File: src/rtl/can_wake_pkg.sv
package can_wake_pkg;
  typedef enum logic [1:0] {
    MODE_RUN  = 2'b00,
    MODE_DOZE = 2'b01,
    MODE_STOP = 2'b10,
    MODE_OFF  = 2'b11
  } pwr_mode_e;

  function automatic logic is_watched(input pwr_mode_e m);
    return (m == MODE_DOZE) || (m == MODE_STOP);
  endfunction
endpackage

File: src/rtl/can_wake_sync.sv
module can_wake_sync #(
  parameter int   STAGES    = 2,
  parameter logic IDLE_LVL  = 1'b1
) (
  input  logic clk,
  input  logic rst,
  input  logic d,
  output logic q
);
  logic [STAGES-1:0] chain;

  generate
    if (STAGES == 1) begin : g_one
      always_ff @(posedge clk) begin
        if (rst) chain <= IDLE_LVL;
        else     chain <= d;
      end
    end else begin : g_many
      always_ff @(posedge clk) begin
        if (rst) chain <= {STAGES{IDLE_LVL}};
        else     chain <= {chain[STAGES-2:0], d};
      end
    end
  endgenerate

  assign q = chain[STAGES-1];
endmodule

File: src/rtl/can_wake_edge.sv
module can_wake_edge #(
  parameter logic IDLE_LVL = 1'b1
) (
  input  logic clk,
  input  logic rst,
  input  logic level,
  input  logic arm,
  output logic fall
);
  logic last_lvl;

  always_ff @(posedge clk) begin
    if (rst) last_lvl <= IDLE_LVL;
    else     last_lvl <= level;
  end

  // recessive-to-dominant change, counted only while armed
  assign fall = arm && (last_lvl == IDLE_LVL) && (level != IDLE_LVL);
endmodule

File: src/rtl/can_wake_ctrl.sv
module can_wake_ctrl
  import can_wake_pkg::*;
(
  input  logic      clk,
  input  logic      rst,
  input  pwr_mode_e mode,
  input  logic      fall,
  input  logic      irq_en,
  input  logic      irq_clr,
  input  logic      en_wr,
  input  logic      en_wdata,
  output logic      wake_en,
  output logic      clk_req,
  output logic      wake_irq,
  output logic      stop_pend
);
  logic watched;
  assign watched = is_watched(mode);

  // enable bit: locked while a watched mode is active
  always_ff @(posedge clk) begin
    if (rst)                   wake_en <= 1'b0;
    else if (en_wr && !watched) wake_en <= en_wdata;
  end

  // sticky interrupt, set wins over clear
  always_ff @(posedge clk) begin
    if (rst)                  wake_irq <= 1'b0;
    else if (fall && irq_en)  wake_irq <= 1'b1;
    else if (irq_clr)         wake_irq <= 1'b0;
  end

  // stop-mode event defers the clock request by one stage
  always_ff @(posedge clk) begin
    if (rst) stop_pend <= 1'b0;
    else     stop_pend <= fall && (mode == MODE_STOP);
  end

  always_ff @(posedge clk) begin
    if (rst)                              clk_req <= 1'b0;
    else if (!watched)                    clk_req <= 1'b0;
    else if (stop_pend)                   clk_req <= 1'b1;
    else if (fall && (mode == MODE_DOZE)) clk_req <= 1'b1;
  end
endmodule

File: src/rtl/can_wake_detect.sv
module can_wake_detect
  import can_wake_pkg::*;
#(
  parameter int   SYNC_STAGES = 2,
  parameter logic RECESSIVE   = 1'b1
) (
  input  logic       clk,
  input  logic       rst,
  input  logic       rx_async,
  input  logic [1:0] mode_i,
  input  logic       en_wr,
  input  logic       en_wdata,
  input  logic       irq_en,
  input  logic       irq_clr,
  output logic       clk_req,
  output logic       wake_irq,
  output logic       wake_en
);
  pwr_mode_e mode_w;
  logic      rx_sync_w;
  logic      arm_w;
  logic      fall_w;
  logic      pend_w;

  assign mode_w = pwr_mode_e'(mode_i);
  assign arm_w  = wake_en && is_watched(mode_w);

  can_wake_sync #(.STAGES(SYNC_STAGES), .IDLE_LVL(RECESSIVE)) sync_i (
    .clk(clk), .rst(rst), .d(rx_async), .q(rx_sync_w)
  );

  can_wake_edge #(.IDLE_LVL(RECESSIVE)) edge_i (
    .clk(clk), .rst(rst), .level(rx_sync_w), .arm(arm_w), .fall(fall_w)
  );

  can_wake_ctrl ctrl_i (
    .clk(clk), .rst(rst), .mode(mode_w), .fall(fall_w),
    .irq_en(irq_en), .irq_clr(irq_clr), .en_wr(en_wr), .en_wdata(en_wdata),
    .wake_en(wake_en), .clk_req(clk_req), .wake_irq(wake_irq),
    .stop_pend(pend_w)
  );
endmodule

File: config.mk
export PLATFORM = sky130hd
export DESIGN_NAME = can_wake_detect
export DESIGN_NICKNAME = d
export VERILOG_FILES = /design/src/rtl/can_wake_pkg.sv /design/src/rtl/can_wake_sync.sv /design/src/rtl/can_wake_edge.sv /design/src/rtl/can_wake_ctrl.sv /design/src/rtl/can_wake_detect.sv
export SDC_FILE = /design/constraint.sdc
export NUM_CORES = 1
export LEC_CHECK = 0
export ABC_AREA = 1
export ABC_CLOCK_PERIOD_IN_PS = 800
export BUFFER_PORTS_ARGS = -buffer_cell sky130_fd_sc_hd__buf_2
export CORE_AREA = 2 2 39 41
export CTS_BUF_LIST = sky130_fd_sc_hd__clkbuf_4 sky130_fd_sc_hd__clkbuf_8
export CTS_CLUSTER_SIZE = 25
export DETAILED_ROUTE_END_ITERATION = 8
export DIE_AREA = 0 0 41 43
export PLACE_DENSITY = 0.42
export SYNTH_ARGS = -nofsm -noshare
export SYNTH_HDL_FRONTEND = slang
export SYNTH_SLANG_ARGS = --single-unit
export TNS_END_PERCENT = 10
File: constraint.sdc
create_clock -name clk -period 0.8 [get_ports clk]
set_input_delay 0.08 -clock clk [delete_from_list [all_inputs] [get_ports clk]]
set_output_delay 0.08 -clock clk [all_outputs]
set_load 0.02 [all_outputs]
## Word level (Yosys, flattened, before mapping)

Index checks and enable logic that the tools add are counted.

| word-level totals | value |
|---|---|
| logic and storage cells | 26 |
| input port bits | 9 |
| bits in registers | 7 |
| output and inout bits | 3 |

| cells by class | value |
|---|---|
| reduce and logical (&&, ||, !) cells | 12 |
| multiplexer cells | 4 |
| bitwise gates (word level) | 2 |
| equal/unequal tests | 2 |

Operator list:

| operator | count |
|---|---|
| $logic_and A1 B1 Y1 | 7 |
| $mux W1 | 4 |
| $reduce_bool A2 Y1 | 2 |
| $eq A2 B1 Y1 const B | 1 |
| $eq A2 B2 Y1 const B | 1 |
| $not A1 Y1 | 2 |
| $reduce_or A2 Y1 | 1 |
| $logic_not A1 Y1 | 1 |
| $logic_or A1 B1 Y1 | 1 |

## Longest topological paths before layout

Gate-level depths: netlist of the first run.

| logic depth | value |
|---|---|
| word-level depth | 8 |
| depth in mapped cells | 5 |
| gate-level depth less buffers | 5 |

## By module

From an unflattened synthesis of the first run, not the netlist that was laid out.

| unflattened totals | value |
|---|---|
| cell total of the unflattened synthesis | 41 |
| area total of the unflattened synthesis | 290.3 sq um |

Modules (own cells, without submodules):

| module | cells each | times used | area an instance (sq um) | sequential area each (sq um) |
|---|---|---|---|---|
| can_wake_ctrl | 26 | 1 | 182.7 | 80.1 |
| can_wake_sync | 7 | 1 | 58.8 | 40.0 |
| can_wake_edge | 4 | 1 | 33.8 | 20.0 |
| can_wake_detect | 4 | 1 | 15.0 | 0.0 |

## Least setup slack after synthesis of the first run

No wires, ideal clock.

| timing path | value |
|---|---|
| path type | reg2reg |
| start | reg ctrl_i.wake_en |
| end | reg ctrl_i.clk_req |
| required time | 0.734 ns |
| slack | -0.026 ns |
| arrival | 0.760 ns |
| clock period less this slack | 0.826 ns |
| cell stages (with the launch flop) | 5 |
| buffers on the path | 0 |
| library setup time | 0.066 ns |
| cell sequence | dfxtp_1 > nand2_1 > inv_1 > nand3_1 > a21oi_2 |

| between the ends | value |
|---|---|
| word-level cells in the longest chain between the ends | 5 |

RTL lines:

| what | line | source |
|---|---|---|
| from (decl) | can_wake_ctrl.sv:12 | `output logic wake_en,` |
| from (signal assigned) | can_wake_ctrl.sv:23 | `else if (en_wr && !watched) wake_en <= en_wdata;` |
| $logic_and A1 B1 Y1 | can_wake_detect.sv:26 | `assign arm_w = wake_en && is_watched(mode_w);` |
| $logic_and A1 B1 Y1 (2 in a row) | can_wake_edge.sv:18 | `assign fall = arm && (last_lvl == IDLE_LVL) && (level != IDLE_LVL);` |
| $logic_and A1 B1 Y1 | can_wake_ctrl.sv:43 | `else if (fall && (mode == MODE_DOZE)) clk_req <= 1'b1;` |
| $reduce_bool A2 Y1 (no line) | -- |  |
| to (signal assigned) | can_wake_ctrl.sv:41 | `else if (!watched) clk_req <= 1'b0;` |
| to (signal assigned) | can_wake_ctrl.sv:42 | `else if (stop_pend) clk_req <= 1'b1;` |
| to (signal assigned) | can_wake_ctrl.sv:43 |  |
| to (decl) | can_wake_ctrl.sv:13 | `output logic clk_req,` |

Every way passes these cells.
A chain may end at the register's enable or synchronous reset.

## Final worst setup path of the first run

| timing path | value |
|---|---|
| start | reg ctrl_i.wake_en |
| end | out wake_en |

RTL lines:

| what | line | source |
|---|---|---|
| to (decl) | can_wake_detect.sv:17 | `output logic wake_en` |

No word-level cell between the ends.

==> results of run 1 <==
[power by group]
group / total (mW) / internal [mW] / switching (mW) / leakage [nW]
sequential: 0.364 / 0.359 / 0.00503 / 0.0586
combinational: 0.0800 / 0.0436 / 0.0363 / 0.116
clock: 0.350 / 0.224 / 0.126 / 0.0184
total: 0.793 / 0.626 / 0.167 / 0.193
[state kept, by name, indices dropped and copies added, names as in the netlist]
signal and cells:
sync_i.chain 2, ctrl_i.wake_irq 1, ctrl_i.stop_pend 1, ctrl_i.clk_req 1, edge_i.last_lvl 1, ctrl_i.wake_en 1
[synth_stat cells]
cell | instances | area share
dfxtp_1 | 7 | 0.51
nand3_1 | 4 | 0.073
or2_2 | 3 | 0.069
nand2_1 | 4 | 0.055
a21oi_2 | 1 | 0.032
a21oi_1 | 2 | 0.037
nor2_1 | 2 | 0.028
inv_1 | 4 | 0.055
ha_1 | 2 | 0.092
nor2_2 | 1 | 0.023
or2_1 | 1 | 0.023
[through the flow]
step	cells	utilization	TNS (ps)	instance area, um2	hold WS (ps)
2_1_floorplan	31	-	0	287	142
3_3_place_gp	59	0.267	-205	369	262
3_5_place_dp	59	0.267	-204	369	264
4_1_cts	63	0.300	0	415	5.84
5_1_grt	63	0.304	-36.6	420	6.44
6_report	63	0.304	0	420	12.8
[cells in the final DEF, fill, tap and decap left out, drive strengths merged]
cell     n
buf     12
dfxtp    7
inv      4
nand2    4
nand3    4
clkbuf   4
or2      4
nor2     3
a21oi    3
ha       2
[final timing paths]
check / from / cells after the start / to
worst max register to register: ctrl_i.wake_en$_SDFFE_PP0P_ / 4 / ctrl_i.clk_req$_SDFFE_PP0P_
worst min register to register: sync_i.chain[0]$_SDFF_PP1_ / 1 / sync_i.chain[1]$_SDFF_PP1_
worst max-delay path: ctrl_i.wake_en$_SDFFE_PP0P_ / 1 / wake_en
worst min-delay path: rx_async / 2 / sync_i.chain[0]$_SDFF_PP1_
[final cells by class]
type	count	area, um2	area share
sequential	7	144	0.342
multi-input combinational	20	130	0.310
timing repair buffer	12	81.3	0.193
clock buffer	4	30.0	0.0714
tap	16	20.0	0.0476
inverter	4	15.0	0.0357
[timing repair]
item,CTS,global route
endpoints found under the setup margin,3,3
pin swaps,0,0
resized for setup,6,2
[kinds of logic after synthesis]
group | share of synthesized area
AND/OR/NAND/NOR | 0.271
adder cells (fa/ha/maj) | 0.0917
AO/OA/AOI/OAI | 0.0688
buffers and inverters | 0.0550
flip-flops | 0.514
[per-layer routing]
layer / GRT usage / vias up
li1: - / 129
met1: 0.0839 / 96
met2: 0.0906 / 12
met3: 0.0942 / 0
met4: 0.0200 / 0
met5: 0 / -
==> impl_metrics.toml, run 1 <==
[clock_network]
clk_pin_slew_ps = 50
ctsHoldBuffers = 0
cts_tree = "yes"
clk-insertion-delay-late_ps = 250
cts_setup_buffers = 0
clockRootBuffer = "clkbuf_4"
cts_sinks = 7
cts_inserted_buffers = 3
cts_max_level = 1
clk_path_buf_depth = 2

[setup_path]
startpoint_type = "flip-flop"
crit_buf_inv = 1
critPathMaxFanout = 3
crit_family = "flip-flops"
cp.required_ps = 720
cpPeakStageDelay_ps = 350
path_class = "flip-flop to output port"
critPathCaptureType = "output port"
r2r_setup_slack_ps = 60
crit_arrival_ps = 710
cp_slowest_cell = "dfxtp_2"
crit_path_cell_trace = "buf_6"

[power_and_ir_drop]
p_per_area_nw_per_um2 = 1890
p_leak_nw = 0.193
p_total_mw = 0.793
ir_worst_vdd_uv = 841

[detailed_routing]
drtPass1Iterations = 4
vias = 237
wirelength_met1_um = 225
wl_met3_um = 70
met2_length_um = 197
first_iter_violations = 4
via_per_inst = 3.76
top_layer = "met3"
ant_nets = 0
totalWireLength_um = 492
drc_errors = 0
wl_per_cell_um = 7.81

[sta]
fin_skew_ps = 2.16
worst_pin_slew_ps = 128
fin_crit_ps = 787
finalSetupViolations = 0
max_freq_mhz = 1270
rsz0062_at_grt = "true"
fin_ws_ps = 13.1
slew_viol_final = 0
post-route-period-util = 0.984
finalHoldViolCount = 0
timing.slew.headroom = 0.914

[global_routing]
grt_max_degree = 8
grt_pass1_vias = 207
grt-ovfl-total = 0
grt_pass1_wl_um = 814
antenna_found_initial = 0
track_usage = 0.0764

[floorplanning]
row_count = 14
die_area_um2 = 1760
fp.dieW_um = 41
coreArea_um2 = 1380
die_h_um = 43
io_pins = 12
start_util = 0.197

[synthesis]
ys_warn_count = 0
synthesis.nets = 42
seq_area_frac_synth = 0.514
synth_cell_types = 11
ys_ff_latch = 7
netlist_instances = 31
synth.cell_area_um2 = 273
synth_area_per_cell_um2 = 8.80

[placement]
place_ws_ps = -88.1
io_buffers = 11
place.gp.congestion = 0.592

[layout]
diodes = 0
areaGrowthSynthToFinish_pct = 54.1
drive_gt1_frac = 0.532
finish.net_count = 59
fillCellCount = 148

[min_path]
hp-class = "input pin to flip-flop"

[status]
status = "completed"

[job]
cap_violations = 0
Power figures use the tool's default switching activity.
==> inputs of run 2 (changes only) <==
Settings changed: ABC_CLOCK_PERIOD_IN_PS 800 to 900, PLACE_DENSITY 0.42 to 0.4.
Clock period 0.8 ns to 0.9 ns, I/O delays scaled along.
==> run 2 against run 1 <==
Net effect:
- sequential power down 11%
- worst hold slack better by 9.0 ps
- clock-buffer cell count unchanged
- register-to-register slack better by 110 ps
- largest cell class unchanged
==> impl_metrics.toml, run 2 (synthesis gave the netlist of run 1 again) <==
[sta]
slew_viol_final = 0
fin_skew_ps = 3.08
rsz0062_at_grt = "false"
timing.slew.headroom = 0.920
finalHoldViolCount = 0
post-route-period-util = 0.911
finalSetupViolations = 0
fin_ws_ps = 80.2
max_freq_mhz = 1220
fin_crit_ps = 820
tns_ps = 0
worst_pin_slew_ps = 120

[layout]
fillCellCount = 164
largest_reg_flops = 2
diodes = 0
mostFrequentLayoutCell = "buf_2"
multi_input_area_um2 = 118
drive_gt1_frac = 0.468
finalNonFillerCells = 63
regMostFlops = "sync_i.chain"
final_area_um2 = 389
final_cell_mix = "buf_2, dfxtp_1"
areaGrowthSynthToFinish_pct = 42.7
finish.net_count = 59
regArea_um2 = 141

[detailed_routing]
vias = 247
drc_errors = 0
ant_nets = 0
totalWireLength_um = 494
first_iter_violations = 2
via_per_inst = 3.92
wl_per_cell_um = 7.84
drtPass1Iterations = 2

[status]
status = "completed"

[clock_network]
cts_sinks = 7
clk_pin_slew_ps = 50
cts_setup_buffers = 0
cts_inserted_buffers = 3
clk-insertion-delay-late_ps = 250
clockRootBuffer = "clkbuf_4"
cts_max_level = 1
ctsHoldBuffers = 0
clk_path_buf_depth = 2
cts_tree = "yes"

[floorplanning]
fp.dieW_um = 41
die_h_um = 43
start_util = 0.197
io_pins = 12
row_count = 14
die_area_um2 = 1760
coreArea_um2 = 1380

[min_path]
hold_end = "sync_i.chain[0]$_SDFF_PP1_"
whs_path_depth = 2
hp-class = "input pin to flip-flop"
hold_start = "rx_async"

[setup_path]
timing.rr.end = "ctrl_i.wake_irq$_SDFFE_PP0P_"
critPathCaptureType = "output port"
cp.required_ps = 810
path_class = "flip-flop to output port"
cp_slowest_cell = "dfxtp_1"
crit_buf_inv = 1
crit_path_cell_trace = "buf_2"
cpPeakStageDelay_ps = 320
startpoint_type = "flip-flop"
crit_family = "flip-flops"
r2r_cells = 4
crit_cells = 1
r2r_setup_slack_ps = 170
crit_arrival_ps = 730
critPathMaxFanout = 2
r2r_start = "ctrl_i.wake_en$_SDFFE_PP0P_"

[placement]
place_ws_ps = -70.7
place_area_um2 = 355
io_buffers = 11
place.gp.congestion = 0.597
numPlacedInstances = 59
place_hpwl_um = 400

[power_and_ir_drop]
p_per_area_nw_per_um2 = 1790
p_total_mw = 0.697
p_clk_frac = 0.447
switching_power_mw = 0.147
sw_frac_of_total = 0.211
ir_worst_vdd_uv = 881
seqPwrFrac = 0.463
power.internal_mw = 0.551
p_comb_frac = 0.090
p_leak_nw = 0.190

[global_routing]
grt-ovfl-total = 0
grt_pass1_vias = 207
track_usage = 0.0783
grt_pass1_wl_um = 800
antenna_found_initial = 0
grt_max_degree = 8

[job]
cap_violations = 0
==> run 2: what timing repair did <==
item / in CTS / in global routing
endpoints found under the hold margin: 0 / 0
resized for setup: 0 / 2
endpoints found under the setup margin: 0 / 1
==> run 2: how the worst max path moves through the flow <==
stage | startpoint | endpoint | slack [ps]
after floorplan | ctrl_i.wake_en$_SDFFE_PP0P_ | ctrl_i.clk_req$_SDFFE_PP0P_ | 70
after global placement | mode_i[0] | ctrl_i.clk_req$_SDFFE_PP0P_ | -70
after detailed placement | mode_i[0] | ctrl_i.clk_req$_SDFFE_PP0P_ | -70
after CTS | ctrl_i.wake_en$_SDFFE_PP0P_ | wake_en | 20
after global routing | ctrl_i.wake_irq$_SDFFE_PP0P_ | wake_irq | 20
final | ctrl_i.clk_req$_SDFFE_PP0P_ | clk_req | 80
==> run 2: layer usage <==
metal  global-route usage  vias to the layer above  share of wire
met5                    0                        -              0
met4               0.0600                        0          0.020
met3               0.0785                        2          0.083
met2                0.109                        8           0.48
met1               0.0611                      108           0.41
li1                     -                      129              -
==> run 2: layout make-up <==
class,count,share of cell area
sequential,7,0.363
multi-input combinational,20,0.302
timing repair buffer,12,0.167
clock buffer,4,0.0772
tap,16,0.0514
inverter,4,0.0386
==> run 2: per-stage QoR <==
step	util	hold WS, ps
global placement	0.257	275
detailed placement	0.257	274
global route	0.281	2.57
CTS	0.278	14.3
finish	0.281	21.9
floorplan	-	159
==> run 2: power by group through the flow <==
stage	clock network (mW)	logic, mW	registers [mW]
floorplan	0	0.0271	0.331
global placement	0	0.0632	0.328
detailed placement	0	0.0626	0.328
CTS	0.328	0.0632	0.322
global route	0.355	0.0720	0.323
finish	0.312	0.0627	0.323
